--- src/rtl/sjf_pkg.sv ---
package sjf_pkg;
   typedef enum logic {
      BUS_FREE  = 1'b0,
      BUS_OWNED = 1'b1
   } bus_state_e;
endpackage

--- src/rtl/sjf_wait_counter.sv ---
module sjf_wait_counter #(
   parameter int LIMIT = 16,
   localparam int CW   = $clog2(LIMIT + 1)
) (
   input  logic clk,
   input  logic rst_n,
   input  logic req,
   input  logic granted,
   output logic aged
);
   logic [CW-1:0] cnt_q;

   always_ff @(posedge clk) begin
      if (!rst_n || !req || granted) begin
         cnt_q <= '0;
      end else if (cnt_q != CW'(LIMIT)) begin
         cnt_q <= cnt_q + 1'b1;
      end
   end

   assign aged = (cnt_q == CW'(LIMIT));

   // a saturated waiter stays aged until it is served or withdraws
   assert_aged_sticky_R8: assert property (@(posedge clk) disable iff (!rst_n)
      (aged && req && !granted) |=> aged);
endmodule

--- src/rtl/sjf_min_select.sv ---
module sjf_min_select #(
   parameter int NUM_REQ = 4,
   parameter int LEN_W   = 8,
   localparam int KEY_W  = LEN_W + 1
) (
   input  logic [NUM_REQ-1:0]       req,
   input  logic [NUM_REQ-1:0]       aged,
   input  logic [NUM_REQ*LEN_W-1:0] lens,
   output logic [NUM_REQ-1:0]       win
);
   logic [KEY_W-1:0] keys [NUM_REQ];

   // aged requesters get a zero top bit and so sort ahead of the rest
   for (genvar g = 0; g < NUM_REQ; g++) begin : g_key
      assign keys[g] = {~aged[g], lens[g*LEN_W +: LEN_W]};
   end

   always_comb begin
      logic [KEY_W-1:0] best;
      logic             found;
      best  = '1;
      found = 1'b0;
      win   = '0;
      for (int i = 0; i < NUM_REQ; i++) begin
         // strict compare keeps the lower index on equal keys
         if (req[i] && (!found || keys[i] < best)) begin
            best  = keys[i];
            found = 1'b1;
            win   = '0;
            win[i] = 1'b1;
         end
      end
   end
endmodule

--- src/rtl/sjf_grant_ctrl.sv ---
module sjf_grant_ctrl
   import sjf_pkg::*;
#(
   parameter int NUM_REQ = 4
) (
   input  logic               clk,
   input  logic               rst_n,
   input  logic               any_req,
   input  logic [NUM_REQ-1:0] win,
   input  logic               done_i,
   output logic [NUM_REQ-1:0] grant_q,
   output logic               busy
);
   bus_state_e st_q;

   always_ff @(posedge clk) begin
      if (!rst_n) begin
         st_q    <= BUS_FREE;
         grant_q <= '0;
      end else begin
         case (st_q)
            BUS_FREE: begin
               if (any_req) begin
                  grant_q <= win;
                  st_q    <= BUS_OWNED;
               end
            end
            BUS_OWNED: begin
               if (done_i) begin
                  grant_q <= '0;
                  st_q    <= BUS_FREE;
               end
            end
            default: st_q <= BUS_FREE;
         endcase
      end
   end

   assign busy = (st_q == BUS_OWNED);

   assert_onehot_R1: assert property (@(posedge clk) disable iff (!rst_n)
      $onehot0(grant_q) && (busy == (grant_q != '0)));

   assert_hold_R5: assert property (@(posedge clk) disable iff (!rst_n)
      (busy && !done_i) |=> ($stable(grant_q) && busy));

   assert_release_R6: assert property (@(posedge clk) disable iff (!rst_n)
      (busy && done_i) |=> (grant_q == '0));

   assert_done_idle_R9: assert property (@(posedge clk) disable iff (!rst_n)
      (!busy && !any_req) |=> (grant_q == '0));
endmodule

--- src/rtl/sjf_bus_arbiter.sv ---
module sjf_bus_arbiter #(
   parameter int NUM_REQ   = 4,
   parameter int LEN_W     = 8,
   parameter int AGE_LIMIT = 16,
   parameter bit USE_AGING = 1'b1
) (
   input  logic                       clk,
   input  logic                       rst_n,
   input  logic [NUM_REQ-1:0]         req_i,
   input  logic [NUM_REQ*LEN_W-1:0]   burst_len_i,
   input  logic                       done_i,
   output logic [NUM_REQ-1:0]         grant_o,
   output logic                       busy_o
);
   if (NUM_REQ < 2 || LEN_W < 1 || AGE_LIMIT < 1) begin : g_param_err
      $error("sjf_bus_arbiter: illegal parameter set");
   end

   logic [NUM_REQ-1:0] aged;
   logic [NUM_REQ-1:0] win;

   if (USE_AGING) begin : g_aging
      for (genvar g = 0; g < NUM_REQ; g++) begin : g_cnt
         sjf_wait_counter #(.LIMIT(AGE_LIMIT)) i_cnt (
            .clk     (clk),
            .rst_n   (rst_n),
            .req     (req_i[g]),
            .granted (grant_o[g]),
            .aged    (aged[g])
         );
      end
   end else begin : g_no_aging
      assign aged = '0;
   end

   sjf_min_select #(.NUM_REQ(NUM_REQ), .LEN_W(LEN_W)) i_sel (
      .req  (req_i),
      .aged (aged),
      .lens (burst_len_i),
      .win  (win)
   );

   sjf_grant_ctrl #(.NUM_REQ(NUM_REQ)) i_ctrl (
      .clk     (clk),
      .rst_n   (rst_n),
      .any_req (|req_i),
      .win     (win),
      .done_i  (done_i),
      .grant_q (grant_o),
      .busy    (busy_o)
   );

   assert_pick_requester_R10: assert property (@(posedge clk) disable iff (!rst_n)
      (!busy_o && (req_i != '0)) |=> ((grant_o & $past(req_i)) != '0));

   assert_aged_wins_R8: assert property (@(posedge clk) disable iff (!rst_n)
      (!busy_o && ((req_i & aged) != '0)) |=> ((grant_o & $past(req_i & aged)) != '0));
endmodule

--- config.mk ---
export PLATFORM = sky130hd
export DESIGN_NAME = sjf_bus_arbiter
export DESIGN_NICKNAME = d
export VERILOG_FILES = /design/src/rtl/sjf_pkg.sv /design/src/rtl/sjf_wait_counter.sv /design/src/rtl/sjf_min_select.sv /design/src/rtl/sjf_grant_ctrl.sv /design/src/rtl/sjf_bus_arbiter.sv
export SDC_FILE = /design/constraint.sdc
export NUM_CORES = 1
export LEC_CHECK = 0
export BUFFER_PORTS_ARGS = -buffer_cell sky130_fd_sc_hd__buf_4
export CAP_MARGIN = 10
export CELL_PAD_IN_SITES_DETAIL_PLACEMENT = 0
export CELL_PAD_IN_SITES_GLOBAL_PLACEMENT = 2
export CORE_MARGIN = 1
export CORE_UTILIZATION = 36
export CTS_CLUSTER_SIZE = 16
export DETAILED_ROUTE_END_ITERATION = 7
export PLACE_DENSITY = 0.95
export SLEW_MARGIN = 20
export SYNTH_ARGS = -nofsm -noshare
export SYNTH_HDL_FRONTEND = slang
export SYNTH_HIERARCHICAL = 1
export SYNTH_SLANG_ARGS = --single-unit
--- constraint.sdc ---
create_clock -name clk -period 13.82 [get_ports clk]
set_input_delay 0.691 -clock clk [delete_from_list [all_inputs] [get_ports clk]]
set_output_delay 0.691 -clock clk [all_outputs]
set_load 0.1 [all_outputs]
# Word-level counts from Yosys, hierarchy flattened
# Index checks and enable logic that the tools add are counted.
# W data, S select, Z words.
[op_classes] n_addsub=4 n_lt_le_gt_ge=3 n_eq_ne=10 n_mux=16 bitwise=5 n_reduce_logical=24
[ops] operator="$lt A9 B9 Y1" n=3
[ops] operator="$mux W9" n=3
[ops] operator="$add A5 B1 Y5 const B" n=4
[ops] operator="$eq A5 B5 Y1 const B" n=4
[ops] operator="$mux W4" n=5
[ops] operator="$ne A5 B5 Y1 const B" n=4
[ops] operator="$logic_or A1 B1 Y1" n=11
[ops] operator="$logic_not A1 Y1" n=8
[ops] operator="$pmux W4 S2" n=1
[ops] operator="$mux W1" n=6
[ops] operator="$not A1 Y1" n=5
[ops] operator="$reduce_or A4 Y1" n=1
[ops] operator="$logic_and A1 B1 Y1" n=3
[ops] operator="$ne A2 B1 Y1 const B" n=1
[ops] operator="$ne A2 B2 Y1 const B" n=1
[ops] operator="$pmux W1 S2" n=1
[ops] operator="$reduce_and A2 Y1" n=1
[totals] register_bits=25 inputBits=39

# Longest topological paths before layout
# Gate-level depths: netlist (run 1).
[depth] depth_word=17 ltp_mapped=27 depth_no_buf=26

# By module
# Netlist (run 1), hierarchy kept.
[modules_own_cells] mod="sjf_min_select" n_inst=1 cells_each=134 area_per_inst_um2=1069.8 seq_area_each_um2=0.0
[modules_own_cells] mod="sjf_wait_counter" n_inst=4 cells_each=24 area_per_inst_um2=236.5 seq_area_each_um2=100.1
[modules_own_cells] mod="sjf_grant_ctrl" n_inst=1 cells_each=22 area_per_inst_um2=196.4 seq_area_each_um2=100.1
[modules_own_cells] mod="sjf_bus_arbiter" n_inst=1 cells_each=1 area_per_inst_um2=7.5 seq_area_each_um2=0.0

# Worst setup path before layout (run 1)
# No wires, ideal clock.
[synth_path] kind="input-to-reg" startpoint="input req_i[0]" endpoint="register i_ctrl.grant_q[3]" setup_time_ns=0.075 arrival_ns=5.710 t_required_ns=13.745 path_slack_ns=8.035 path_stages=25 n_path_buf=2 path_cell_list="clkbuf_1 and2_1 ha_1 nand4_1 a211o_1 o211a_1 a21oi_4 mux2_2 ha_1 a211oi_2 o211ai_1 a221o_1 nand2b_4 o31a_1 buf_6 mux2_4 ha_1 a21oi_1 nor2b_1 o21ai_0 a21oi_1 a311oi_1 a32o_1 nand2_1 o22ai_1"
[synth_via] elab_chain_cells=15 elab_cells_between_ends=25 classes_between="order compare: 3; eq/ne: 1; mux: 10; reduce/logical: 11"
[synth_lines] element="from (decl)" line_no="sjf_bus_arbiter.sv:9" rtl="input logic [NUM_REQ-1:0] req_i,"
[synth_lines] element="$mux W9 or $mux W1 (tied branches)" line_no="sjf_min_select.sv:26" rtl="if (req[i] && (!found || keys[i] < best)) begin"
[synth_lines] element="$lt A9 B9 Y1 or $logic_not A1 Y1 (tied branches)" line_no="sjf_min_select.sv:26"
[synth_lines] element="$logic_or A1 B1 Y1" line_no="sjf_min_select.sv:26"
[synth_lines] element="$logic_and A1 B1 Y1" line_no="sjf_min_select.sv:26"
[synth_lines] element="$mux W9 or $mux W1 (tied branches)" line_no="sjf_min_select.sv:26"
[synth_lines] element="$lt A9 B9 Y1 or $logic_not A1 Y1 (tied branches)" line_no="sjf_min_select.sv:26"
[synth_lines] element="$logic_or A1 B1 Y1" line_no="sjf_min_select.sv:26"
[synth_lines] element="$logic_and A1 B1 Y1" line_no="sjf_min_select.sv:26"
[synth_lines] element="$mux W9 or $mux W1 (tied branches)" line_no="sjf_min_select.sv:26"
[synth_lines] element="$lt A9 B9 Y1 or $logic_not A1 Y1 (tied branches)" line_no="sjf_min_select.sv:26"
[synth_lines] element="$logic_or A1 B1 Y1" line_no="sjf_min_select.sv:26"
[synth_lines] element="$logic_and A1 B1 Y1" line_no="sjf_min_select.sv:26"
[synth_lines] element="$mux W4 (*)" line_no="sjf_min_select.sv:26"
[synth_lines] element="via win[3]" line_no="sjf_bus_arbiter.sv:20" rtl="logic [NUM_REQ-1:0] win;"
[synth_lines] element="$mux W4 (*)" line_no="sjf_grant_ctrl.sv:23" rtl="if (any_req) begin"
[synth_lines] element="$pmux W4 S2 (*)" line_no="sjf_grant_ctrl.sv:21" rtl="case (st_q)"
[synth_lines] element="to (signal assigned)" line_no="sjf_grant_ctrl.sv:24" rtl="grant_q <= win;"
[synth_lines] element="to (decl)" line_no="sjf_grant_ctrl.sv:11" rtl="output logic [NUM_REQ-1:0] grant_q,"
# The timed path passes the listed nets; every way through them passes the cells marked *. The select of a mux whose other input is x is not followed.
# A chain may end at the register's enable or synchronous reset.

# Final worst setup path (run 1)
[layout_path] startpoint="register g_aging.g_cnt[0].i_cnt.cnt_q[0]" endpoint="register i_ctrl.grant_q[3]"
[layout_via] elab_chain_cells=17 elab_cells_between_ends=22 classes_between="order compare: 3; eq/ne: 1; mux: 9; bitwise: 1; reduce/logical: 8"
[layout_lines] element="from (decl)" line_no="sjf_wait_counter.sv:11" rtl="logic [CW-1:0] cnt_q;"
[layout_lines] element="from (signal assigned)" line_no="sjf_wait_counter.sv:17" rtl="cnt_q <= cnt_q + 1'b1;"
[layout_lines] element="$eq A5 B5 Y1 (*)" line_no="sjf_wait_counter.sv:21" rtl="assign aged = (cnt_q == CW'(LIMIT));"
[layout_lines] element="via aged[0]" line_no="sjf_bus_arbiter.sv:19" rtl="logic [NUM_REQ-1:0] aged;"
[layout_lines] element="$not A1 Y1 (*)" line_no="sjf_min_select.sv:15" rtl="assign keys[g] = {~aged[g], lens[g*LEN_W +: LEN_W]};"
[layout_lines] element="$mux W9 (*)" line_no="sjf_min_select.sv:26"
[layout_lines] element="$lt A9 B9 Y1" line_no="sjf_min_select.sv:26"
[layout_lines] element="$logic_or A1 B1 Y1" line_no="sjf_min_select.sv:26"
[layout_lines] element="$logic_and A1 B1 Y1" line_no="sjf_min_select.sv:26"
[layout_lines] element="$mux W9 or $mux W1 (tied branches)" line_no="sjf_min_select.sv:26"
[layout_lines] element="(+3 left out)"
[layout_lines] element="$mux W9 or $mux W1 (tied branches)" line_no="sjf_min_select.sv:26"
[layout_lines] element="$lt A9 B9 Y1 or $logic_not A1 Y1 (tied branches)" line_no="sjf_min_select.sv:26"
[layout_lines] element="$logic_or A1 B1 Y1" line_no="sjf_min_select.sv:26"
[layout_lines] element="$logic_and A1 B1 Y1" line_no="sjf_min_select.sv:26"
[layout_lines] element="$mux W4 (*)" line_no="sjf_min_select.sv:26"
[layout_lines] element="via win[3]" line_no="sjf_bus_arbiter.sv:20"
[layout_lines] element="$mux W4 (*)" line_no="sjf_grant_ctrl.sv:23"
[layout_lines] element="$pmux W4 S2 (*)" line_no="sjf_grant_ctrl.sv:21"
# Marked as above.

==> results of run 1 <==
==> layer usage <==
layer | vias to the layer above | track usage (%) | share of wire [%]
met5 | - | 0 | 0
li1 | 984 | - | -
met3 | 2 | 1.25 | 3.3
met2 | 35 | 28.4 | 50
met4 | 0 | 4.29 | 0.77
met1 | 853 | 19.3 | 46
==> cell type report <==
cell class,instances,area [sq um]
inverters,28,105
flip-flops and latches,25,500
multi-input cells,197,1590
repair buffers,43,323
fillers,604,3260
clock inverters,1,5.00
well taps,75,93.8
clock buffers,3,41.3
==> cells in the mapped netlist (all sizes together) (5+ instances only) <==
master	n
nor2b	9
xor2	9
nor2	23
o21ai	6
xnor2	8
nand3	9
ha	31
mux2i	5
mux2	16
nand2	18
a21oi	10
dfxtp	25
inv	28
==> cell families after synthesis <==
family / after synthesis
flip-flops: 25
XOR/XNOR: 17
AO/OA/AOI/OAI: 43
AND/OR/NAND/NOR: 85
adder cells (fa/ha/maj): 31
multiplexers: 21
buffers and inverters: 31
==> per-stage QoR <==
step / hold slack (ns) / std cells / area [sq um]
after floorplan: 0.480 / 253 / 2220
after global placement: 0.497 / 368 / 2620
after detailed placement: 0.501 / 368 / 2620
after CTS: 0.514 / 372 / 2660
after global routing: 0.533 / 372 / 2660
final: 0.505 / 372 / 2660
==> worst max-delay path, stage by stage (launching register included) <==
cell and delay [ns]:
dfxtp_1 0.36, inv_1 0.08, ha_1 0.20, and4bb_4 0.21, and2_1 0.17, ha_1 0.33, nand4_1 0.11, a211o_1 0.25
o211a_1 0.26, a21oi_4 0.32, mux2_2 0.40, ha_1 0.32, a211oi_2 0.24, o211ai_1 0.13, a221o_1 0.36, nand2b_4 0.16
o31a_1 0.47, mux2_4 0.37, ha_1 0.30, a21oi_1 0.13, nor2b_1 0.05, o21ai_0 0.15, a21oi_1 0.11, a311oi_1 0.51
a32o_1 0.21, nand2_1 0.05, o22ai_1 0.13
==> flip-flops by register name, summed over array words and instances (netlist names) <==
| register | flops |
|---|---|
| i_ctrl/grant_q | 4 |
| i_ctrl/busy | 1 |
| g_aging.g_cnt.i_cnt/cnt_q | 20 |
==> cells in the final DEF, fill, tap and decap left out, types with 2 or more instances in the layout <==
| cell | count |
|---|---|
| inv_1 | 28 |
| o22ai_1 | 4 |
| mux2_4 | 9 |
| nand2_1 | 18 |
| clkbuf_8 | 3 |
| and4bb_4 | 4 |
| xnor2_1 | 8 |
| o21ai_0 | 5 |
| mux2i_1 | 5 |
| nand2b_1 | 3 |
| ha_1 | 31 |
| and3_1 | 2 |
| nand3_1 | 9 |
| buf_4 | 43 |
| a211oi_1 | 2 |
| nor2_1 | 23 |
| a21oi_1 | 9 |
| nor2b_1 | 9 |
| o211a_1 | 2 |
| nand3b_1 | 4 |
| nand4_1 | 3 |
| mux2_2 | 7 |
| o31a_1 | 2 |
| or2_1 | 4 |
| xor2_1 | 9 |
| dfxtp_1 | 25 |
==> power by group through the flow <==
stage,clock network (uW),registers (uW),logic (uW)
2_1_floorplan,0,85.6,44.3
3_3_place_gp,0,78.4,72.8
3_5_place_dp,0,78.6,72.2
4_1_cts,44.7,76.9,73.0
5_1_grt,47.5,77.3,80.1
6_report,42.6,76.8,72.3
==> worst max-delay path by stage <==
| stage | to | cells past startpoint | slack, ns |
|---|---|---|---|
| 6_report | i_ctrl/grant_q[3] | 26 | 7.35 |
| 5_1_grt | i_ctrl/grant_q[3] | 26 | 6.94 |
| 4_1_cts | i_ctrl/grant_q[3] | 26 | 7.37 |
| 3_5_place_dp | i_ctrl/grant_q[3] | 24 | 7.39 |
| 3_3_place_gp | i_ctrl/grant_q[3] | 24 | 7.40 |
| 2_1_floorplan | i_ctrl/grant_q[3] | 25 | 8.04 |
==> summary.txt, run 1 <==
Synth
  • Leading area contributor after synthesis: dfxtp_1
  • Register area share after synthesis: 22.5%
  • Post-Synth XOR/XNOR Area: 6.71%
  • Netlist cell types: 52
  • Yosys warning total: 6
  • Number of flops mapped to enable cells by yosys: 0
  • Synth Net Count: 323
  • Post-synthesis mux area share: 11.9%
  • Syn avg cell area: 8.77 sq um
  • Adder-Cell Fraction of Synth Area: 17.5%
  • Post-synthesis compound-gate area fraction: 14.4%
  • Synth Register Bits: 25
  • Area contributors post-synth: dfxtp_1 (23%), ha_1 (17%), mux2_4 (6.1%)
  • Top FF cell, synth: dfxtp_1
  • Largest family of logic cells by synthesized area: simple AND/OR/NAND/NOR gates
  • Cell area after synthesis: between 2000 and 2500 sq um
  • Async SR Flop Fraction: 0%
  • Post-synthesis cell count: between 200 and 300
  • Simple-gate share of the synthesized area: 21.4%
  • Area fraction of the dominant cell type after synthesis: 22.5%

Drt
  • Via count: 1,874
  • Post-detailed-route count of antenna-violating nets: 0
  • DR iter-0 viols: 65
  • Detailed Route WL: 4690 um
  • DR WL/cell: around 13 um
  • DRC errors left: 0
  • DRT Pass-1 Iters: 4
  • Avg Vias per Cell: between 5 and 6

CTS
  • Setup repair bufs after CTS: 0
  • Post-cts resize count: 0
  • Clock slew at reported path FFs: roughly 0.090 ns
  • Clock sink count: 25
  • Clock latency on the worst-skew pair: 0.27 ns
  • H-tree depth: 1
  • Hold_buf cts: 0
  • Max clock buf depth: 2
  • Num CTS Buffers: 3
  • CTS tree: built
  • Clock Tree Root: clkbuf_8

Min path
  • Hold Path Sink: i_ctrl/grant_q[2]
  • Min-delay src: i_ctrl/grant_q[2]
  • Hold Path Class: reg2reg
  • Hold depth: 2

STA
  • Slew @ Worst Pin: 0.593 ns
  • Skew final: ~0.011 ns
  • Fin. max-slew vios: 0
  • Fin. Hold Viols: 0
  • Fin crit share: between 40% and 50%
  • Final WS setup: 7.35 ns
  • Slew HR: 60.5%
  • Final worst path period need: 6.47 ns
  • Setup TNS Final: 0 ns
  • Max Freq: 154 MHz
  • Unrepaired setup endpoints after global routing: no
  • # setup viols final: 0

Die
  • Initial Util: 37.5%
  • Die height: 80.5 um
  • Number of core rows: 28
  • Core area: 5920 sq um
  • Die ar.: approximately 6500 sq um
  • Top Ports: 44
  • Die W: 80.5 um

Global routing
  • First-pass GRT wire length: 7910 um
  • Vias in the first global route: ~1,800
  • Largest net degree at the start of global routing: 16
  • Total global routing overflow: 0
  • Antenna violations before repair: 0
  • Tot GR Track Use: between 10% and 20%

Final layout
  • Area grow syn2layout: 20.0%
  • Nets: 368
  • Ant. Diodes: 0
  • Share of layout cells above drive strength 1: 24.2%
  • Final Core Density: between 40 and 50%

Power and ir drop
  • Pwr Density: 72.0 nW/um^2
  • Final Power: 192 uW
  • Seq pwr share: 40.1%
  • NetSw: about 63 uW
  • Clock power frac: 22.2%
  • Combinational fraction of design power: 37.7%
  • LEAKAGE: roughly 0.0012 uW
  • Worst vdd ir: 25.9 uV
  • P_int: roughly 130 uW
  • Switching Share: 32.8%

Critical path
  • Setup crit start kind: register
  • RR Startpoint: g_aging.g_cnt[0].i_cnt/cnt_q[0]
  • Reg2reg setup slack: roughly 7.3 ns
  • CP Capture Type: register
  • CP Data Arrival Time: 6.68 ns
  • Setup crit start: g_aging.g_cnt[0].i_cnt/cnt_q[0]
  • Crit path max fanout: 9
  • Worst Path Required: about 14 ns
  • FF-to-FF End: i_ctrl/grant_q[3]
  • Worst-case reg-to-reg path depth: 26
  • Crit Path Category: reg2reg

Placement
  • Post-Place Worst Slack: 7.39 ns
  • HPWL Detailed: between 3000 and 4000 um
  • GPL Wtd Cong: 0.796
  • I/O Buffers: 43

Run status
  • Outcome: complete, no violations

Job
  • MaxCap Viol Count: 0
(Power assumes the default switching activity.)
==> run 2: changes to the inputs <==
ABC_AREA = 1   (was default)
CORE_UTILIZATION = 29   (was 36)
PLACE_DENSITY = 0.88   (was 0.95)
clock period = 6.6 ns   (was 13.82 ns; I/O delays follow)
==> summary.txt, run 2 <==
CTS
  • H-tree depth: 1 (unchanged)
  • Max clock buf depth: 2 (unchanged)
  • Clock slew at reported path FFs: 0.08 ns (about the same)
  • CTS tree: built
  • Clock Tree Root: clkbuf_8
  • Clock latency on the worst-skew pair: 0.26 ns (about the same)
  • Hold_buf cts: 0 (unchanged)
  • Num CTS Buffers: 3 (unchanged)
  • Post-cts resize count: 0 (unchanged)
  • Setup repair bufs after CTS: 0 (unchanged)
  • Clock sink count: 25 (unchanged)

STA
  • Final WS setup: 1.17 ns (-6.18 ns)
  • Fin crit share: 82.3% (+35 points)
  • WHS: 0.339 ns (-0.167 ns)
  • Max Freq: 184 MHz (+19%)
  • Final worst path period need: 5.43 ns (-1.04 ns)
  • Unrepaired setup endpoints after global routing: no
  • Skew final: 0.00133 ns (-0.00984 ns)
  • Slew HR: 60.0% (-0.44 points)
  • Fin. Hold Viols: 0 (unchanged)
  • # setup viols final: 0 (unchanged)
  • Fin. max-slew vios: 0 (unchanged)
  • Setup TNS Final: 0 ns (unchanged)
  • Slew @ Worst Pin: 0.598 ns (+0.00510 ns)

Die
  • Initial Util: 30.0% (-7.5 points)
  • Top Ports: 44 (unchanged)
  • Die height: 88.6 um (+10%)
  • Number of core rows: 31 (+11%)
  • Die ar.: 7850 sq um (+21%)
  • Core area: 7250 sq um (+23%)
  • Die W: 88.6 um (+10%)

Final layout
  • Most frequent cells in the layout: nand2_1 (83), inv_1 (48), buf_4 (43)
  • Final Cell Area: 2640 sq um (-0.94%)
  • Commonest non-fill, non-tap cell in the layout: nand2_1
  • Most flops, register: g_aging.g_cnt.i_cnt/cnt_q
  • Ant. Diodes: 0 (unchanged)
  • Share of layout cells above drive strength 1: 17.4% (-6.8 points)
  • Final Core Density: 36.4% (-8.6 points)
  • Nets: 450 (+22%)
  • Number of flip-flops under the largest register name: 20 (unchanged)
  • Area grow syn2layout: 21.2%

Critical path
  • Setup crit start kind: register
  • Crit path max fanout: 20 (+11)
  • CP top delay family: simple AND/OR/NAND/NOR gates
  • Crit Path Category: reg2reg
  • Worst path max stage delay: 0.38 ns (-0.13 ns)
  • CP Capture Type: register
  • Reg2reg setup slack: 1.17 ns (-6.18 ns)
  • Setup crit start: g_aging.g_cnt[0].i_cnt/cnt_q[0]
  • RR Startpoint: g_aging.g_cnt[0].i_cnt/cnt_q[0]
  • CP Data Arrival Time: 5.63 ns (-1.05 ns)
  • Worst Path Required: 6.80 ns (-7.22 ns)
  • Buffers and inverters on the worst path: 5 (+4)
  • CP most frequent cell: nand2_1
  • Slowest cell on the critical path: dfxtp_1

Drt
  • DRT Pass-1 Iters: 4 (unchanged)
  • DRC errors left: 0 (unchanged)
  • Via count: 2,190 (+17%)
  • Metal2 WL: 2350 um (-0.80%)
  • Detailed Route WL: 5080 um (+8.2%)
  • DR WL/cell: 10.6 um (-16%)
  • DR iter-0 viols: 80 (+23%)
  • Highest routed metal layer: met4
  • M1 WL: 2540 um (+19%)
  • Post-detailed-route count of antenna-violating nets: 0 (unchanged)
  • DR WL met3: 160 um (+3.2%)
  • Avg Vias per Cell: 4.58 (-9.1%)

Synth
  • Register area share after synthesis: 23.0% (+0.45 points)
  • Post-synthesis cell count: 336 (+33%)
  • Synth Net Count: 406 (+26%)
  • Syn avg cell area: 6.48 sq um (-26%)
  • Yosys warning total: 6 (unchanged)
  • Synth top cells by count: nand2_1 (83), inv_1 (48), a21oi_1 (32)
  • Area fraction of the dominant cell type after synthesis: 23.0% (+0.45 points)
  • Async SR Flop Fraction: 0% (unchanged)
  • Number of flops mapped to enable cells by yosys: 0 (unchanged)
  • Cell area after synthesis: 2180 sq um (-2.0%)
  • Leading area contributor after synthesis: dfxtp_1
  • Top FF cell, synth: dfxtp_1
  • Area contributors post-synth: dfxtp_1 (23%), ha_1 (18%), nand2_1 (14%)
  • Most numerous cell in the Yosys netlist: nand2_1
  • Synth Register Bits: 25 (unchanged)
  • Netlist cell types: 24 (-54%)

Power and ir drop
  • Worst vdd ir: 48.3 uV (+86%)
  • LEAKAGE: 0.00124 uW (+4.2%)
  • Pwr Density: 143 nW/um^2 (+98%)

Job
  • MaxCap Viol Count: 0 (unchanged)

Global routing
  • Vias in the first global route: 2,019 (+11%)
  • Tot GR Track Use: 13.4% (-2.2 points)
  • Total global routing overflow: 0 (unchanged)
  • Antenna violations before repair: 0 (unchanged)
  • Largest net degree at the start of global routing: 21 (+5)
  • First-pass GRT wire length: 8420 um (+6.5%)

Placement
  • Post-Place Worst Slack: 1.16 ns (-6.23 ns)
  • I/O Buffers: 43 (unchanged)
  • HPWL Detailed: 4230 um (+8.1%)
  • Placed inst area: 2590 sq um (-0.91%)
  • GPL Wtd Cong: 0.783 (-1.6%)

Min path
  • Min-delay src: rst_n
  • Hold Path Class: in2reg

Run status
  • Outcome: complete, no violations
-- run 2: path summary, 6_finish.rpt --
kind	end	cells past startpoint
setup / recovery	i_ctrl/grant_q[3]	39
hold / removal	i_ctrl/busy	3
setup reg to reg	i_ctrl/grant_q[3]	39
hold reg to reg	g_aging.g_cnt[3].i_cnt/cnt_q[4]	2
-- run 2: worst register-to-register path: cells and delay by family (launching register included) --
family                     cells  cell delay, ns
AOI/OAI and AO/OA              8            1.47
adders and majority gates      4            1.11
and+or+nand+nor               22            2.05
DFF                            1            0.38
buffers and inverters          5            0.37
-- run 2: power breakdown --
group          switching (uW)  total [uW]  internal (uW)
clock network            46.8        89.9           43.1
logic                    76.0         126           49.9
registers                5.16         161            156
-- run 2: layer usage --
layer,vias up,track usage (%)
li1,1191,-
met1,956,18.0
met2,41,23.1
met3,2,1.12
met4,0,3.52
met5,-,0
-- run 2: metrics by stage --
stage | cells | power, uW
after floorplan | 336 | 251
after global placement | 474 | 290
after detailed placement | 474 | 290
after CTS | 478 | 382
after global routing | 478 | 406
final | 478 | 376
-- run 2: final cells by class --
type	instances	area (sq um)
clock buffer	4	45.0
sequential	25	500
tap	99	124
timing repair buffer	43	323
fill	813	4620
inverter	49	184
multi-input combinational	258	1460
-- run 2: cell families (layout without fill, tap and decap cells) --
logic type               after synthesis  count (layout)  share of synthesized area [%]
AO/OA/AOI/OAI                         54              54                           13.1
XOR/XNOR                               4               4                           1.61
adder cells (fa/ha/maj)               31              31                           17.8
buffers and inverters                 53              96                           9.83
flip-flops                            25              25                           23.0
AND/OR/NAND/NOR                      169             169                           34.7
